`src/rtl/irqf_pkg.sv`:
```
package irqf_pkg;
  localparam int CTRL_W    = 8;
  localparam int PORT_FLAG = 0;
  localparam int PIN_FLAG  = 1;
  localparam int TMR_FLAG  = 2;
  localparam int PORT_EN   = 3;
  localparam int PIN_EN    = 4;
  localparam int TMR_EN    = 5;
  localparam int GLOBAL_EN = 7;

  // strobes from the detection logic to the register datapath
  typedef struct packed {
    logic pinEdge;
    logic tmrWrap;
    logic portDiff;
  } evtStrobes_t;
endpackage

```
`src/rtl/irqf_sync.sv`:
```
module irqf_sync #(
  parameter int STAGES = 2,
  parameter int W      = 1
) (
  input  logic         clk,
  input  logic         rstN,
  input  logic [W-1:0] asyncIn,
  output logic [W-1:0] syncOut
);
  logic [W-1:0] chain [STAGES];

  generate
    for (genvar s = 0; s < STAGES; s++) begin : g_stage
      if (s == 0) begin : g_first
        always_ff @(posedge clk or negedge rstN) begin
          if (!rstN) chain[0] <= '0;
          else       chain[0] <= asyncIn;
        end
      end else begin : g_next
        always_ff @(posedge clk or negedge rstN) begin
          if (!rstN) chain[s] <= '0;
          else       chain[s] <= chain[s-1];
        end
      end
    end
  endgenerate

  assign syncOut = chain[STAGES-1];
endmodule

```
`src/rtl/irqf_detect.sv`:
```
module irqf_detect
  import irqf_pkg::*;
#(
  parameter int SYNC_STAGES = 2,
  parameter int PORT_W      = 4
) (
  input  logic              clk,
  input  logic              rstN,
  input  logic              extPin,
  input  logic [PORT_W-1:0] portHi,
  input  logic              timerWrap,
  input  logic              portRdEn,
  input  logic              edgeSelRise,
  output logic [PORT_W-1:0] portNow,
  output evtStrobes_t       evt
);
  logic pinSync;
  logic pinPrev;
  logic [PORT_W-1:0] portSnap;
  logic riseSeen;
  logic fallSeen;

  irqf_sync #(.STAGES(SYNC_STAGES), .W(1)) i_pinSync (
    .clk(clk), .rstN(rstN), .asyncIn(extPin), .syncOut(pinSync)
  );

  irqf_sync #(.STAGES(SYNC_STAGES), .W(PORT_W)) i_portSync (
    .clk(clk), .rstN(rstN), .asyncIn(portHi), .syncOut(portNow)
  );

  always_ff @(posedge clk or negedge rstN) begin
    if (!rstN) pinPrev <= 1'b0;
    else       pinPrev <= pinSync;
  end

  always_ff @(posedge clk or negedge rstN) begin
    if (!rstN)         portSnap <= '0;
    else if (portRdEn) portSnap <= portNow;
  end

  assign riseSeen = pinSync & ~pinPrev;
  assign fallSeen = ~pinSync & pinPrev;

  always_comb begin
    evt          = '0;
    evt.pinEdge  = edgeSelRise ? riseSeen : fallSeen;
    evt.tmrWrap  = timerWrap;
    evt.portDiff = (portNow != portSnap);
  end
endmodule

```
`src/rtl/irqf_regs.sv`:
```
module irqf_regs
  import irqf_pkg::*;
(
  input  logic              clk,
  input  logic              rstN,
  input  evtStrobes_t       evt,
  input  logic              regWrEn,
  input  logic [CTRL_W-1:0] regWrData,
  input  logic              optWrEn,
  input  logic              optWrData,
  input  logic              asleep,
  output logic [CTRL_W-1:0] ctrlQ,
  output logic              edgeRiseQ,
  output logic              irqReq,
  output logic              wakeOut
);
  logic [CTRL_W-1:0] ctrlNext;
  logic pending;

  always_comb begin
    ctrlNext = regWrEn ? regWrData : ctrlQ;
    if (evt.portDiff) ctrlNext[PORT_FLAG] = 1'b1;
    if (evt.pinEdge)  ctrlNext[PIN_FLAG]  = 1'b1;
    if (evt.tmrWrap)  ctrlNext[TMR_FLAG]  = 1'b1;
  end

  always_ff @(posedge clk or negedge rstN) begin
    if (!rstN) ctrlQ <= '0;
    else       ctrlQ <= ctrlNext;
  end

  always_ff @(posedge clk or negedge rstN) begin
    if (!rstN)        edgeRiseQ <= 1'b1;
    else if (optWrEn) edgeRiseQ <= optWrData;
  end

  assign pending = (ctrlQ[PORT_FLAG] & ctrlQ[PORT_EN])
                 | (ctrlQ[PIN_FLAG]  & ctrlQ[PIN_EN])
                 | (ctrlQ[TMR_FLAG]  & ctrlQ[TMR_EN]);

  assign irqReq  = pending & ctrlQ[GLOBAL_EN];
  assign wakeOut = pending & asleep;
endmodule

```
`src/rtl/irqf_ctrl.sv`:
```
module irqf_ctrl
  import irqf_pkg::*;
#(
  parameter int SYNC_STAGES = 2,
  parameter int PORT_W      = 4
) (
  input  logic              clk,
  input  logic              rstN,
  input  logic              extPin,
  input  logic [PORT_W-1:0] portHi,
  input  logic              timerWrap,
  input  logic              regWrEn,
  input  logic [CTRL_W-1:0] regWrData,
  input  logic              optWrEn,
  input  logic              optWrData,
  input  logic              portRdEn,
  input  logic              asleep,
  output logic [CTRL_W-1:0] ctrlReg,
  output logic              edgeSelRise,
  output logic [PORT_W-1:0] portRdData,
  output logic              irqReq,
  output logic              wakeOut
);
  evtStrobes_t evt;

  irqf_detect #(.SYNC_STAGES(SYNC_STAGES), .PORT_W(PORT_W)) i_detect (
    .clk(clk), .rstN(rstN), .extPin(extPin), .portHi(portHi),
    .timerWrap(timerWrap), .portRdEn(portRdEn), .edgeSelRise(edgeSelRise),
    .portNow(portRdData), .evt(evt)
  );

  irqf_regs i_regs (
    .clk(clk), .rstN(rstN), .evt(evt), .regWrEn(regWrEn),
    .regWrData(regWrData), .optWrEn(optWrEn), .optWrData(optWrData),
    .asleep(asleep), .ctrlQ(ctrlReg), .edgeRiseQ(edgeSelRise),
    .irqReq(irqReq), .wakeOut(wakeOut)
  );
endmodule

```
`config.mk`:
```
export PLATFORM = sky130hd
export DESIGN_NAME = irqf_ctrl
export DESIGN_NICKNAME = d
export VERILOG_FILES = /design/src/rtl/irqf_pkg.sv /design/src/rtl/irqf_sync.sv /design/src/rtl/irqf_detect.sv /design/src/rtl/irqf_regs.sv /design/src/rtl/irqf_ctrl.sv
export SDC_FILE = /design/constraint.sdc
export NUM_CORES = 1
export LEC_CHECK = 0
export ABC_AREA = 1
export BUFFER_PORTS_ARGS = -buffer_cell sky130_fd_sc_hd__buf_2
export CAP_MARGIN = 5
export CELL_PAD_IN_SITES_DETAIL_PLACEMENT = 0
export CELL_PAD_IN_SITES_GLOBAL_PLACEMENT = 1
export CORE_MARGIN = 1
export CORE_UTILIZATION = 30
export CTS_BUF_LIST = sky130_fd_sc_hd__clkbuf_8 sky130_fd_sc_hd__clkbuf_16
export CTS_CLUSTER_DIAMETER = 80
export DETAILED_ROUTE_END_ITERATION = 12
export PLACE_DENSITY = 0.84
export SYNTH_ARGS = -nofsm -noshare
export SYNTH_HDL_FRONTEND = slang
export SYNTH_SLANG_ARGS = --single-unit
```
`constraint.sdc`:
```
create_clock -name clk -period 0.9 [get_ports clk]
set_clock_uncertainty 0.1 [all_clocks]
set_input_delay 0.135 -clock clk [delete_from_list [all_inputs] [get_ports clk]]
set_output_delay 0.135 -clock clk [all_outputs]
set_load 0.02 [all_outputs]
```
* Yosys cells after proc, flatten, opt, wreduce, memory -nomap -nowiden
Cells that the tools add are included.
** Operators by class
- Shift-type cells :: 0
- Multiplexer cells :: 5
- $mul :: 0
- Bitwise logic cells :: 11
- Div/mod/pow operators :: 0
- Magnitude comparators :: 0
- Eq/ne operators :: 1
- Add/sub/neg operators :: 0
- Reduce and logical (&&, ||, !) cells :: 3
** Operators by type and width (number)
- AND 1 bit :: 7
- nonzero test 2 bit :: 3
- 2-to-1 mux 1 bit :: 4
- != test 4 bit :: 1
- 2-to-1 mux 3 bit :: 1
- NOT 1 bit :: 2
- OR 1 bit :: 2
** Word-level totals
- Bits in read-only memories :: 0
- Bits in registers :: 24
- RAM bits :: 0
- Latch bits :: 0
- Input bits :: 21
- Memories :: 0
- Logic and storage cells :: 31
- Output and inout port bits :: 15

* Longest topological paths before layout
Gate-level depths: netlist of run 1.
- Depth in word-level cells :: 4
- Gate-level depth with buffers :: 6

* By module
A second synthesis of run 1 with hierarchy kept.
** Unflattened totals
- Cells, all modules :: 101
- Area total of the unflattened synthesis :: 939.7 µm²
** By module, submodules not included
- irqf_regs :: times used 1, sequential area each 226.5 µm², area an instance 385.4 µm², cells an instance 45
- irqf_detect :: times used 1, sequential area each 125.1 µm², area an instance 274.0 µm², cells an instance 42
- irqf_sync (i_detect.i_portSync) :: times used 1, sequential area each 200.2 µm², area an instance 230.2 µm², cells an instance 12
- irqf_sync (i_detect.i_pinSync) :: times used 1, sequential area each 50.0 µm², area an instance 50.0 µm², cells an instance 2

* Worst setup path after synthesis of run 1
OpenSTA, ideal clock, no wires.
- Kind :: register to output
- From :: reg i_regs.ctrlQ[0]
- To :: out irqReq
- Buffers on the path :: 0
- Setup slack :: -144 ps
- Arrival :: 809 ps
- Stages on the path, launching flop included :: 5
- Required time :: 665 ps
- Cells stage by stage :: dfrtp_1 > nand2_1 > nand3_1 > nand2_1 > inv_1
** On the way
- Cells in the longest elaborated chain, start to end :: 4
** Ends and longest elaborated chain
- start, declared :: line irqf_regs.sv:12 : output logic [CTRL_W-1:0] ctrlQ,
- start signal, assigned :: line irqf_regs.sv:29 : else ctrlQ <= ctrlNext;
- AND 1 bit :: line irqf_regs.sv:37 : assign pending = (ctrlQ[PORT_FLAG] & ctrlQ[PORT_EN])
- OR 1 bit :: line irqf_regs.sv:38 : | (ctrlQ[PIN_FLAG] & ctrlQ[PIN_EN])
- OR 1 bit :: line irqf_regs.sv:39 : | (ctrlQ[TMR_FLAG] & ctrlQ[TMR_EN]);
- AND 1 bit :: line irqf_regs.sv:41 : assign irqReq = pending & ctrlQ[GLOBAL_EN];
- end, declared :: line irqf_ctrl.sv:21 : output logic irqReq,
No other way between the ends.

* Final worst setup path of run 1
- From :: reg i_regs.ctrlQ[4]
- To :: out irqReq
** On the way
- Cells in the longest elaborated chain, start to end :: 4
** Ends and longest elaborated chain (line)
- AND 1 bit :: irqf_regs.sv:38
- OR 1 bit :: irqf_regs.sv:38
- OR 1 bit :: irqf_regs.sv:39
- AND 1 bit :: irqf_regs.sv:41
No other way between the ends.

==> results.toml, run 1 <==
[placed_design]
place.gp.congestion = 0.667
portBuffers = 35
dp.cells = 167
placed_area_sq_um = 1180
dpl_worst_slack_ns = -0.129
place.detailed.hpwl_um = 1430

[yosys]
synth.distinct_cells = 14
yosysWarnings = 0
syn_nets = 118
yosys_register_bits = 24
seq_area_frac_synth_pct = 65.4
synth_cells = 97
netlist_area_sq_um = 920
syn-mean-instance-area_sq_um = 9.48

[routing]
wl_per_cell_um = 11.1
vias_per_cell = 4.11
ant_nets = 0
first_pass_iters = 8
initialDrtViolationCount = 12
drc = 3
drt_wl_total_um = 2170
vias = 802

[floorplanning]
initial_utilization_pct = 32.5
core_area_sq_um = 2830
die_area_sq_um = 3290
die_x_um = 57.4
pin_count = 36
fp.dieH_um = 57.4
rows = 19

[critical_path]
reg2reg_from = "i_regs.ctrlQ[0]$_DFFE_PN0P_"
cp_data_arrival_time_ns = 1.07
crit_path_start_kind = "register"
r2r_slack_ns = -0.12
worstSetupEndpointType = "output port"
required_ns = 0.66
path_class = "register to output port"
reg2reg_to = "i_regs.ctrlQ[0]$_DFFE_PN0P_"
rr_worst_depth = 5
path_max_fanout = 2

[cts]
cts.path.max_buffers = 2
cts_inserted_buffers = 3
cts_hold_buf = 15
clockRootBuffer = "clkbuf_8"
cts.sinks = 24
clkTransAtPathRegs_ns = 0.08
htree_levels = 1
clkLatencyLatePin_ns = 0.27
cts_tree = "done"

[run]
max-cap-violations = 0

[sta]
max_freq_mhz = 766
min_period_over_period_pct = 145
fin_ws_ns = -0.405
rsz0062_at_grt = "yes"
holdWs_ns = -0.0277
slew_viol_final = 0
fin_crit_ns = 1.30
final-setup-viol-count = 20
final_hold_viol_count = 1
worstMarginPinSlew_ns = 0.326
relSlewSlack_pct = 78.2
finalSetupTns_ns = -4.23

[final_layout]
drive_gt1_share_pct = 53.0
nFillCells = 245
nets = 186
syn_to_final_growth_pct = 77.0
mostFrequentLayoutCell = "nand2_1"
layout_common_cells = "26 x nand2_1, 25 x buf_6, 20 x buf_2"
fin_util_pct = 57.5
antenna_cells = 0
instances_no_fill = 195
final_area_sq_um = 1630

[power]
p_leak_nw = 0.838
seqPwrFrac_pct = 49.8
power_switching_uw = 645
pwr_density_cell_nw_per_um2 = 1500
p_sw_share_pct = 26.5
internal_power_mw = 1.79
vdd_drop_max_mv = 0.875
p_total_mw = 2.44
p_clk_share_pct = 25.8
combPwrFrac_pct = 24.4

[outcome]
violations = "DRC, hold timing, setup timing"
status = "complete, but fails checks"

[hold_path]
hp-class = "primary input to register"
holdPathStages = 3
min-delay-start = "regWrData[2]"
whs_endpoint = "i_regs.ctrlQ[2]$_DFFE_PN0P_"

[grt]
grt_start_max_net_pins = 14
grt_pass1_vias = 841
grt_pass1_wl_um = 3730
globalRouteOverflowTotal = 0
groute.usage.overall_pct = 15.4
antenna_found_initial = 0
## Yosys cell counts
cell,count,share of area [%]
nand2_2,1,0.68
nor2_1,3,1.2
dfrtp_1,23,63
xnor2_1,1,0.95
nand2_1,41,17
buf_4,4,3.3
a21oi_1,1,0.54
inv_2,1,0.41
nand4_1,1,0.68
nand3_1,3,1.6
buf_6,1,1.2
dfstp_2,1,2.9
o21ai_0,5,2.7
inv_1,11,4.5
## cell type report
class	instances	area (sq um)	share of cell area, %
Tap cell	31	38.8	2.38
Timing Repair Buffer	68	604	37.1
Clock inverter	1	3.75	0.231
Sequential cell	24	609	37.4
Clock buffer	3	41.3	2.54
Inverter	12	47.5	2.92
Multi-Input combinational cell	56	283	17.4
## power by group through the flow
| stage | combinational (mW) | sequential [mW] | clock (mW) |
|---|---|---|---|
| 3_3_place_gp | 0.369 | 1.22 | 0 |
| 2_1_floorplan | 0.152 | 1.27 | 0 |
| 5_1_grt | 0.651 | 1.22 | 0.693 |
| 3_5_place_dp | 0.375 | 1.23 | 0 |
| 4_1_cts | 0.552 | 1.21 | 0.645 |
| 6_report | 0.596 | 1.21 | 0.628 |
## how the worst max path moves through the flow
stage	from	end	depth (start not counted)
floorplan	i_regs.ctrlQ[1]$_DFFE_PN0P_	irqReq	4
global route	i_regs.ctrlQ[3]$_DFFE_PN0P_	irqReq	5
detailed placement	i_regs.ctrlQ[1]$_DFFE_PN0P_	irqReq	5
CTS	i_regs.ctrlQ[4]$_DFFE_PN0P_	irqReq	5
finish	i_regs.ctrlQ[4]$_DFFE_PN0P_	irqReq	5
global placement	i_regs.ctrlQ[1]$_DFFE_PN0P_	irqReq	5
## routing by layer
metal / vias up / track usage [%] / share of wire (%)
li1: 422 / - / -
met4: 0 / 6.27 / 1.3
met5: - / 0 / 0
met2: 25 / 25.4 / 52
met1: 352 / 19.6 / 42
met3: 3 / 3.40 / 4.8
## cells by family after synthesis
group / count (synthesis) / share of synthesized area (%)
AO/OA/AOI/OAI: 6 / 3.26
XOR/XNOR: 1 / 0.953
buffers and inverters: 17 / 9.39
flip-flops: 24 / 65.4
AND/OR/NAND/NOR: 49 / 21.0
## worst max-delay path, stage by stage (launching register included)
cell and delay (ns):
dfrtp_2 0.42, nand2_2 0.06, nand3_2 0.09, nand2_2 0.08, inv_2 0.03, buf_6 0.12
## registers in the layout, summed over array words and instances (netlist names)
register and flops:
i_detect.portSnap 4, i_detect.i_portSync.syncOut 4, i_detect.i_pinSync.chain 1, i_regs.ctrlQ 8, i_detect.i_pinSync.syncOut 1, i_detect.pinPrev 1, i_detect.i_portSync.chain 4, i_regs.edgeRiseQ 1
## timing repair
| action | in CTS | in global routing |
|---|---|---|
| buffers inserted | 8 | 3 |
| resized for setup | 39 | 26 |
| hold endpoints to repair | 37 | 1 |
| pin swaps | 6 | 7 |
| setup endpoints to repair | 17 | 26 |
Power figures use the tool's default switching activity.
==> run 2, diff against run 1 <==
--- a/config.mk
+++ b/config.mk
@@ -16,6 +16,7 @@
 export CTS_CLUSTER_DIAMETER = 80
 export DETAILED_ROUTE_END_ITERATION = 12
 export PLACE_DENSITY = 0.84
+export SKIP_CTS_REPAIR_TIMING = 1
 export SYNTH_ARGS = -nofsm -noshare
 export SYNTH_HDL_FRONTEND = slang
 export SYNTH_SLANG_ARGS = --single-unit
==> results.toml, run 2 (synthesis gave the netlist of run 1 again) <==
[final_layout]
layout_common_cells = "33 x nand2_1, 21 x buf_6, 20 x buf_2"
drive_gt1_share_pct = 48.4
seq_area_sq_um = 609
fin_util_pct = 54.8
largest_reg_flops = 8
antenna_cells = 0
nets = 181
largest-register = "i_regs.ctrlQ"
mostFrequentLayoutCell = "nand2_1"
final_area_sq_um = 1550
nFillCells = 260
syn_to_final_growth_pct = 68.6
multiInputGateArea_sq_um = 265

[hold_path]
holdPathStages = 3
hp-class = "primary input to register"

[sta]
max_freq_mhz = 765
min_period_over_period_pct = 145
holdWs_ns = -0.0496
fin_ws_ns = -0.407
slew_viol_final = 0
rsz0062_at_grt = "yes"
relSlewSlack_pct = 77.6
worstMarginPinSlew_ns = 0.336
fin_crit_ns = 1.31
final_hold_viol_count = 3
final-setup-viol-count = 20

[critical_path]
critical-path-top-delay-family = "flip-flops"
cp_data_arrival_time_ns = 1.07
required_ns = 0.66
worstSetupEndpointType = "output port"
crit_top_cell = "nand2_2"
rr_worst_depth = 4
slowest_delay_ns = 0.42
cp_cell_sequence = "nand2_2 -> nand3_2 -> nand2_2 -> inv_2 -> buf_6"
path_class = "register to output port"
slowest_stage = "dfrtp_2"
worstSetupPathDepth = 5
worst-path-buf-inv = 2
path_max_fanout = 2
crit_path_start_kind = "register"

[routing]
first_pass_iters = 8
vias_per_cell = 4.14
initialDrtViolationCount = 14
vias = 786
drc = 3
drt_wl_total_um = 1990
ant_nets = 0
wl_per_cell_um = 10.5

[floorplanning]
fp.dieH_um = 57.4
die_area_sq_um = 3290
pin_count = 36
rows = 19
initial_utilization_pct = 32.5
core_area_sq_um = 2830
die_x_um = 57.4

[power]
p_leak_nw = 0.811
pwr_density_cell_nw_per_um2 = 1540
p_total_mw = 2.38
vdd_drop_max_mv = 0.911

[cts]
clkLatencyLatePin_ns = 0.26
cts_tree = "done"
cts.path.max_buffers = 2
clkTransAtPathRegs_ns = 0.08
cts.sinks = 24
cts_inserted_buffers = 3
htree_levels = 1
clockRootBuffer = "clkbuf_8"

[grt]
groute.usage.overall_pct = 12.7
antenna_found_initial = 0
grt_start_max_net_pins = 14
globalRouteOverflowTotal = 0
grt_pass1_vias = 735
grt_pass1_wl_um = 3120

[outcome]
violations = "DRC, hold timing, setup timing"
status = "complete, but fails checks"

[placed_design]
dpl_worst_slack_ns = -0.129
place.gp.congestion = 0.667
place.detailed.hpwl_um = 1430
portBuffers = 35
placed_area_sq_um = 1180

[run]
max-cap-violations = 0
## run 2: metal layers
metal / up-vias / part of all wire, % / global-route usage, %
met3: 3 / 5.8 / 3.40
met2: 26 / 49 / 19.9
met1: 346 / 44 / 16.3
li1: 411 / - / -
met4: 0 / 1.4 / 6.27
met5: - / 0 / 0
## run 2: final timing paths
path	start	endpoint	slack (ns)
min in group asynchronous	rstN	i_detect.i_pinSync.chain[1]$_DFF_PN0_	0.20
setup reg to reg	i_regs.edgeRiseQ$_DFFE_PN1P_	i_regs.ctrlQ[1]$_DFFE_PN0P_	-0.12
max in group asynchronous	rstN	i_detect.i_portSync.syncOut[2]$_DFF_PN0_	0.13
setup / recovery	i_regs.ctrlQ[0]$_DFFE_PN0P_	irqReq	-0.41
hold reg to reg	i_detect.i_portSync.chain[6]$_DFF_PN0_	i_detect.i_portSync.syncOut[2]$_DFF_PN0_	0.25
hold / removal	timerWrap	i_regs.ctrlQ[2]$_DFFE_PN0P_	-0.05
## run 2: layout make-up
class	count	share of cell area (%)
Tap cell	31	2.50
Inverter	12	3.07
Clock buffer	3	2.66
Clock inverter	1	0.242
Sequential cell	24	39.3
Multi-Input combinational cell	56	17.1
Timing Repair Buffer	63	35.1
## run 2: worst reg2reg max path, delay by kind of cell, from the launching register on
family	cells	cell delay (ns)
and+or+nand+nor	2	0.11
buffers and inverters	2	0.14
DFF	1	0.57
## run 2: power by group
| part | internal, mW | switching [mW] |
|---|---|---|
| Sequential | 1.16 | 0.0564 |
| Combinational | 0.304 | 0.247 |
| Clock | 0.304 | 0.312 |
| Total | 1.77 | 0.616 |
## run 2: per-stage QoR
| stage | instances | hold WS, ns | setup TNS (ns) |
|---|---|---|---|
| 6_report | 190 | -0.0496 | -4.13 |
| 5_1_grt | 190 | -0.0407 | -4.95 |
| 4_1_cts | 171 | -0.343 | -4.18 |
| 3_5_place_dp | 167 | -0.0517 | -0.416 |
| 3_3_place_gp | 167 | -0.0597 | -0.345 |
| 2_1_floorplan | 97 | -0.261 | -0.206 |
==> run 3, diff against run 2 <==
--- a/config.mk
+++ b/config.mk
@@ -16,6 +16,7 @@
 export CTS_CLUSTER_DIAMETER = 80
 export DETAILED_ROUTE_END_ITERATION = 12
 export PLACE_DENSITY = 0.84
+export SETUP_SLACK_MARGIN = 0.15
 export SKIP_CTS_REPAIR_TIMING = 1
 export SYNTH_ARGS = -nofsm -noshare
 export SYNTH_HDL_FRONTEND = slang
==> results.toml, run 3 (synthesis gave the netlist of run 1 again) <==
[outcome]
status = "complete, but fails checks"
violations = "DRC, hold timing, setup timing"

[hold_path]
hp-class = "primary input to asynchronous set/reset pin"

[routing]
drc = 4
wl_per_cell_um = 9.66
initialDrtViolationCount = 10
first_pass_iters = 8
drt_wl_total_um = 1760
ant_nets = 0
vias = 784
vias_per_cell = 4.31

[cts]
cts.sinks = 24
clockRootBuffer = "clkbuf_8"
cts_tree = "done"
htree_levels = 1
cts.path.max_buffers = 2
clkTransAtPathRegs_ns = 0.08
clkLatencyLatePin_ns = 0.26
cts_inserted_buffers = 3

[sta]
final_hold_viol_count = 31
final-setup-viol-count = 20
min_period_over_period_pct = 148
rsz0062_at_grt = "yes"
relSlewSlack_pct = 82.5
holdWs_ns = -0.367
worstMarginPinSlew_ns = 0.263
slew_viol_final = 0
fin_crit_ns = 1.33
finalSetupTns_ns = -4.38
max_freq_mhz = 750
fin_ws_ns = -0.434

[floorplanning]
fp.dieH_um = 57.4
die_x_um = 57.4
rows = 19
die_area_sq_um = 3290
pin_count = 36
initial_utilization_pct = 32.5
core_area_sq_um = 2830

[power]
internal_power_mw = 1.84
combPwrFrac_pct = 21.9
p_sw_share_pct = 25.1
p_leak_nw = 0.776
power_switching_uw = 618
pwr_density_cell_nw_per_um2 = 1660
vdd_drop_max_mv = 0.870
p_clk_share_pct = 28.8
seqPwrFrac_pct = 49.3

[critical_path]
worst-path-buf-inv = 2
cp_cell_sequence = "nand2_2 -> nand3_2 -> nand2_2 -> inv_2 -> buf_6"
path_max_fanout = 2
worstSetupEndpointType = "output port"
critical-path-top-delay-family = "flip-flops"
cp_data_arrival_time_ns = 1.10
slowest_delay_ns = 0.42
crit_path_start_kind = "register"
slowest_stage = "dfrtp_2"
crit_top_cell = "nand2_2"
required_ns = 0.66
path_class = "register to output port"

[grt]
grt_start_max_net_pins = 15
met3_usage_pct = 2.04
busiest_layer = "met2"
grt_use_met1_pct = 12.7
globalRouteOverflowTotal = 0
use_met2_pct = 19.4
antenna_found_initial = 0
groute.usage.overall_pct = 11.0
grt_pass1_vias = 675
grt_pass1_wl_um = 2750

[final_layout]
drive_gt1_share_pct = 51.0
antenna_cells = 0
layout_common_cells = "35 x nand2_1, 22 x buf_6, 20 x buf_2"
mostFrequentLayoutCell = "nand2_1"
largest-register = "i_regs.ctrlQ"
largest_reg_flops = 8
nets = 173
syn_to_final_growth_pct = 61.4

[placed_design]
dpl_worst_slack_ns = -0.160
portBuffers = 35
place.detailed.hpwl_um = 1310
place.gp.congestion = 0.749

[run]
max-cap-violations = 0
run 3: power by group through the flow:
stage          clock (mW)  combinational [mW]  sequential, mW
2_1_floorplan           0               0.157            1.27
3_3_place_gp            0               0.366            1.22
3_5_place_dp            0               0.373            1.23
4_1_cts             0.726               0.374            1.20
5_1_grt             0.778               0.590            1.22
6_report            0.708               0.539            1.21
run 3: layout make-up:
| class | count | area [sq um] |
|---|---|---|
| sequential | 24 | 612 |
| inverter | 12 | 47.5 |
| multi-input combinational | 56 | 260 |
| timing repair buffer | 55 | 470 |
| tap | 31 | 38.8 |
| fill | 255 | 1350 |
| clock buffer | 4 | 55.1 |
run 3: final timing paths:
kind	from	endpoint	slack, ns	cells past startpoint
worst max-delay path	i_regs.ctrlQ[1]$_DFFE_PN0P_	irqReq	-0.43	5
worst min-delay path	rstN	i_detect.i_portSync.chain[4]$_DFF_PN0_	-0.37	1
worst max register to register	i_regs.ctrlQ[1]$_DFFE_PN0P_	i_regs.ctrlQ[1]$_DFFE_PN0P_	-0.18	5
worst min register to register	i_detect.i_portSync.chain[4]$_DFF_PN0_	i_detect.i_portSync.syncOut[0]$_DFF_PN0_	0.25	0
max in group asynchronous	rstN	i_regs.ctrlQ[2]$_DFFE_PN0P_	0.71	2
min in group clk	optWrEn	i_regs.edgeRiseQ$_DFFE_PN1P_	-0.08	2
run 3: metal layers:
metal | wire, um | share of wire, %
met1 | 701 | 40
met2 | 962 | 55
met3 | 66 | 3.8
met4 | 27 | 1.5
met5 | 0 | 0
run 3: per-stage QoR:
stage | std cells | power (mW) | cell area, sq um | util (%)
after floorplan | 97 | 1.43 | 950 | -
after global placement | 167 | 1.59 | 1190 | 42.0
after detailed placement | 167 | 1.60 | 1190 | 42.0
after CTS | 171 | 2.30 | 1240 | 43.9
after global routing | 182 | 2.59 | 1480 | 52.5
final | 182 | 2.46 | 1480 | 52.5
